## src/rtl/rnd_pkg.sv

```systemverilog
package rnd_pkg;

  typedef enum logic [1:0] {
    RDIR_NEAR = 2'd0,
    RDIR_ZERO = 2'd1,
    RDIR_POS  = 2'd2,
    RDIR_NEG  = 2'd3
  } rdir_e;

  // Increment decision for one direction, given the lost bits and sign.
  function automatic logic step_up(rdir_e dir, logic grd, logic rnd,
                                   logic stk, logic lsb, logic neg);
    logic lost;
    lost = grd | rnd | stk;
    case (dir)
      RDIR_NEAR: step_up = grd & (rnd | stk | lsb);
      RDIR_ZERO: step_up = 1'b0;
      RDIR_POS:  step_up = lost & ~neg;
      RDIR_NEG:  step_up = lost & neg;
      default:   step_up = grd & (rnd | stk | lsb);
    endcase
  endfunction

  // Overflow target: 1 = infinity, 0 = largest finite magnitude.
  function automatic logic sat_inf(rdir_e dir, logic neg);
    case (dir)
      RDIR_NEAR: sat_inf = 1'b1;
      RDIR_ZERO: sat_inf = 1'b0;
      RDIR_POS:  sat_inf = ~neg;
      RDIR_NEG:  sat_inf = neg;
      default:   sat_inf = 1'b1;
    endcase
  endfunction

endpackage

```

## src/rtl/grs_split.sv

```systemverilog
module grs_split #(
  parameter int MANT_W = 26,
  localparam int KEEP_W = MANT_W - 2
) (
  input  logic [MANT_W-1:0] mant,
  input  logic              stk,
  output logic [KEEP_W-1:0] kept,
  output logic              grd,
  output logic              rnd,
  output logic              lsb,
  output logic              lost
);
  assign kept = mant[MANT_W-1:2];
  assign grd  = mant[1];
  assign rnd  = mant[0];
  assign lsb  = mant[2];
  assign lost = mant[1] | mant[0] | stk;
endmodule

```

## src/rtl/rnd_decide.sv

```systemverilog
module rnd_decide
  import rnd_pkg::*;
(
  input  logic [1:0] mode,
  input  logic       neg,
  input  logic       grd,
  input  logic       rnd,
  input  logic       stk,
  input  logic       lsb,
  input  logic       lost,
  output logic       inc
);
  rdir_e dir;
  assign dir = rdir_e'(mode);
  assign inc = step_up(dir, grd, rnd, stk, lsb, neg);

  always_comb begin
    if (!lost) AST_EXACT_NO_INC: assert (!inc);
    if (dir == RDIR_ZERO) AST_RZ_NO_INC: assert (!inc);
    if (dir == RDIR_NEAR && !grd) AST_RN_NEED_GUARD: assert (!inc);
  end
endmodule

```

## src/rtl/rnd_incr.sv

```systemverilog
module rnd_incr #(
  parameter int KEEP_W = 24,
  localparam int SUM_W = KEEP_W + 1
) (
  input  logic [KEEP_W-1:0] kept,
  input  logic              inc,
  output logic [SUM_W-1:0]  sum
);
  logic [KEEP_W:0] carry;
  assign carry[0] = inc;

  for (genvar i = 0; i < KEEP_W; i++) begin : g_ripple
    assign sum[i]     = kept[i] ^ carry[i];
    assign carry[i+1] = kept[i] & carry[i];
  end
  assign sum[KEEP_W] = carry[KEEP_W];

  always_comb begin
    if (sum[KEEP_W]) AST_CARRY_ALL_ONES: assert (inc && (&kept));
    if (!inc) AST_NO_INC_PASS: assert (sum == {1'b0, kept});
  end
endmodule

```

## src/rtl/ovf_dir.sv

```systemverilog
module ovf_dir
  import rnd_pkg::*;
(
  input  logic [1:0] mode,
  input  logic       neg,
  output logic       to_inf
);
  assign to_inf = sat_inf(rdir_e'(mode), neg);
endmodule

```

## src/rtl/rnd_dir_unit.sv

```systemverilog
module rnd_dir_unit #(
  parameter int MANT_W = 26,
  localparam int KEEP_W = MANT_W - 2,
  localparam int OUT_W  = MANT_W - 1
) (
  input  logic [MANT_W-1:0] mant_in,
  input  logic              sticky_in,
  input  logic              sign_in,
  input  logic [1:0]        round_mode,
  output logic [OUT_W-1:0]  mant_rnd,
  output logic              round_up,
  output logic              inexact,
  output logic              ovf_to_inf
);
  logic [KEEP_W-1:0] kept_w;
  logic guard_w, rbit_w, lsb_w, lost_w, inc_w;

  grs_split #(.MANT_W(MANT_W)) u_split (
    .mant(mant_in), .stk(sticky_in), .kept(kept_w),
    .grd(guard_w), .rnd(rbit_w), .lsb(lsb_w), .lost(lost_w)
  );

  rnd_decide u_decide (
    .mode(round_mode), .neg(sign_in), .grd(guard_w), .rnd(rbit_w),
    .stk(sticky_in), .lsb(lsb_w), .lost(lost_w), .inc(inc_w)
  );

  rnd_incr #(.KEEP_W(KEEP_W)) u_incr (
    .kept(kept_w), .inc(inc_w), .sum(mant_rnd)
  );

  ovf_dir u_ovf (
    .mode(round_mode), .neg(sign_in), .to_inf(ovf_to_inf)
  );

  assign round_up = inc_w;
  assign inexact  = lost_w;

  always_comb begin
    if (round_up) AST_UP_IMPLIES_INEXACT: assert (inexact);
    if (round_mode == 2'd2 && sign_in) AST_RP_NEG_NO_UP: assert (!round_up);
    if (round_mode == 2'd3 && !sign_in) AST_RM_POS_NO_UP: assert (!round_up);
    if (round_mode == 2'd1) AST_RZ_FINITE: assert (!ovf_to_inf);
  end
endmodule

```

## config.mk

```make
export PLATFORM = sky130hd
export DESIGN_NAME = rnd_dir_unit
export DESIGN_NICKNAME = d
export VERILOG_FILES = /design/src/rtl/rnd_pkg.sv /design/src/rtl/grs_split.sv /design/src/rtl/rnd_decide.sv /design/src/rtl/rnd_incr.sv /design/src/rtl/ovf_dir.sv /design/src/rtl/rnd_dir_unit.sv
export SDC_FILE = /design/constraint.sdc
export NUM_CORES = 1
export LEC_CHECK = 0
export BUFFER_PORTS_ARGS = -buffer_cell sky130_fd_sc_hd__buf_2
export CORE_AREA = 2 2 39 41
export DETAILED_ROUTE_END_ITERATION = 6
export DIE_AREA = 0 0 41 43
export PLACE_DENSITY_LB_ADDON = 0.1
export SYNTH_ARGS = -nofsm -noshare
export SYNTH_HDL_FRONTEND = slang
export SYNTH_SLANG_ARGS = --single-unit
```

## constraint.sdc

```tcl
create_clock -name vclk -period 5.8
set_input_delay 0.29 -clock vclk [all_inputs]
set_output_delay 0.29 -clock vclk [all_outputs]
set_load 0.02 [all_outputs]
```

==> impl_summary.log <==
[metrics] result of the run: completed
[metrics] residual overflow from global routing: 0
[metrics] portion of total power attributed to the clock network: 0%
[metrics] Combinational Power Share: 100.0%
[metrics] NumNets Final: approximately 140
[metrics] area of the core region: approximately 1400 sq um
[metrics] fraction of the mapped netlist area in adder cells: 85.7%
[metrics] startpoint types: input port
[metrics] number of top-level design ports: 58
[metrics] layout cell share with drive strength beyond 1: between 70% and 80%
[metrics] Worst Hold Margin: roughly 0.90 ns
[metrics] synth unique cells: 7
[metrics] combinational family with the most area after synthesis: adder cells
[metrics] Crit Path Class: input port to output port
[metrics] minimum clock period after layout: 5.64 ns
[metrics] Synth Net Count: 84
[metrics] critical path required time: 5.51 ns
[metrics] total count of max-transition violations in the final report: 0
[metrics] routed length per instance: between 9 and 10 microns
[metrics] number of violations reported at the end of detailed-routing iteration 0: 0
[metrics] most prevalent standard cell on the critical path: ha_1
[metrics] Sequential Area: 0 sq um
[metrics] Finished Layout Cells: 104
[metrics] antenna-violating nets left: 0
[metrics] initial standard-cell utilization of the core: between 20% and 30%
[metrics] number of instances in the synthesized netlist: 30
[metrics] class of the tightest hold or removal check: input port to output port
[metrics] DRC violation count after routing: 0
[metrics] pin count of the biggest net entering global routing: 4
[metrics] compound-cell area share of the yosys netlist: 8.57%
[metrics] post-route clock period utilization: about 97%
[metrics] final antenna diode count: 0
[metrics] Top Family by Delay on Critical Path: adder cells
[metrics] core occupancy in the finished layout: 50.0%
[metrics] capture point of the critical path: mant_rnd[23]
[metrics] sw frac: between 50 and 60%
[metrics] launch point of the critical path: sticky_in
[metrics] number of antenna violations at the first check in global routing: 0
[metrics] Worst Setup End Kind: output port
[metrics] total count of hold-check failures in the final report: 0
[metrics] global-route wire length before repair: approximately 1.1 mm
[metrics] Pwr Density: ~68 nW/um^2
[metrics] biggest fanout along the worst timing path: 2
[metrics] slowest library cell on the worst path: ha_1
[metrics] Rel. slew slack: 92.5%
[metrics] Placed Cells incl. Taps: around 100
[metrics] IR drop worst, VDD: approximately 35 uV
[metrics] most frequent standard cell in the layout excluding fill and tap cells: buf_2
[metrics] Routed Wire Length: ~950 microns
[metrics] overall power consumption: 0.0000471 W
[metrics] fraction of synthesized cell area in xor and xnor cells: 0%
[metrics] Chip Height: between 40 and 50 microns
[metrics] Total GRT Usage: about 8%
[metrics] fill cell instance count of the final layout: 143
[metrics] Area growth syn-to-layout: 97.5%
[metrics] sequential fraction of design power: 0%
[metrics] final weighted congestion in routability-driven placement: between 0.5 and 0.6
[metrics] iteration count of the initial detailed-routing pass: 1
[metrics] width of the die: a little over 40 microns
[metrics] cell-internal power: approximately 0.000020 W
[metrics] DP Wirelength: 840 microns
[metrics] number of warnings issued by yosys: 0
[metrics] vias in the first global route: about 330
[metrics] row count: 14
[metrics] Setup Fix Bufs, Post-CTS: 0
[metrics] most frequent cells in the layout: 57 x buf_2, 16 x ha_1, 8 x ha_2
[metrics] # Max-Cap Violations: 0
[metrics] number of vias in the routed layout: 478
[metrics] achievable clock frequency: ~0.18 GHz
[metrics] number of logic stages on the critical path including buffering: 28
[metrics] multi-input logic area: ~380 sq um
[metrics] Static Leakage: between 0.4 and 0.5 nW
[metrics] mean instance size in the synthesized netlist: roughly 12 sq um
[metrics] NetSw: 0.0000268 W
[metrics] mux contribution to synthesized area: 0%
[metrics] setup-violating endpoint count in the final report: 0
[metrics] sequential-to-total area share from yosys stat: 0%
[metrics] number of buffer and inverter stages on the critical path: 2
[metrics] area of the die: 1760 sq um
[metrics] Syn Std Cell Area: about 350 sq um
[metrics] worst slew pin tran: 0.113 ns
[metrics] share of synthesized cell area in and, or, nand and nor gates: under 10%
[metrics] Worst EP arrival: between 5 and 6 ns
[metrics] total of clock buffers placed in the layout: 0
[metrics] average via count per standard cell: 4.60
[metrics] number of buffer cells added on primary ports: between 50 and 60
[metrics] sequential cell count: 0
[metrics] longest individual stage delay on the worst path: approximately 0.31 ns
-- layer usage --
metal	part of all wire [%]	track usage, %	routed length, microns
met1	31	8.86	295
met5	0	0	0
met2	54	16.3	512
met4	0	0	0
met3	15	0	139
-- synth_stat cells --
cell type / n / area [sq um]
nand3b_1: 1 / 7.51
a21bo_2: 1 / 10.0
or3_1: 1 / 6.26
ha_1: 24 / 300
o31a_1: 1 / 8.76
o2111a_1: 1 / 11.3
and2_1: 1 / 6.26
-- power groups by stage --
stage	clock network, W	logic (W)	registers [W]
floorplan	0	0.0000287	0
global placement	0	0.0000459	0
detailed placement	0	0.0000460	0
CTS	0	0.0000463	0
global route	0	0.0000516	0
finish	0	0.0000471	0
-- stage by stage --
stage               cell area (sq um)  setup WS, ns  TNS, ns
floorplan                         350         0.146        0
global placement                  661        0.0735        0
detailed placement                661        0.0358        0
CTS                               661        0.0226        0
global route                      692       -0.0222  -0.0222
finish                            692         0.162        0
-- layout make-up --
type,count,share of cell area [%]
multi-input cells,30,54.2
well taps,16,2.89
repair buffers,58,42.9
-- repair_timing --
action / in CTS / in global routing
gates resized for setup: 0 / 11
hold buffers: 0 / 0
endpoints found under the setup margin: 0 / 2
-- logic make-up (layout without fill, tap and decap cells) --
kind of cell             Yosys count  in the layout
AO/OA/AOI/OAI                      3              3
AND/OR/NAND/NOR                    3              3
buffers and inverters              0             58
adder cells (fa/ha/maj)           24             24
-- tightest hold or removal path, cell delays in order --
cell and delay, ns:
buf_2 0.08, ha_1 0.13, buf_6 0.11
-- how the worst min path moves through the flow --
stage,start,endpoint,slack (ns),cells past startpoint
global route,mant_in[25],mant_rnd[23],0.92,3
floorplan,mant_in[0],inexact,0.78,1
global placement,mant_in[19],mant_rnd[17],0.92,3
CTS,mant_in[7],mant_rnd[5],0.92,3
finish,mant_in[25],mant_rnd[23],0.90,3
detailed placement,mant_in[7],mant_rnd[5],0.92,3
(Power assumes the default switching activity.)
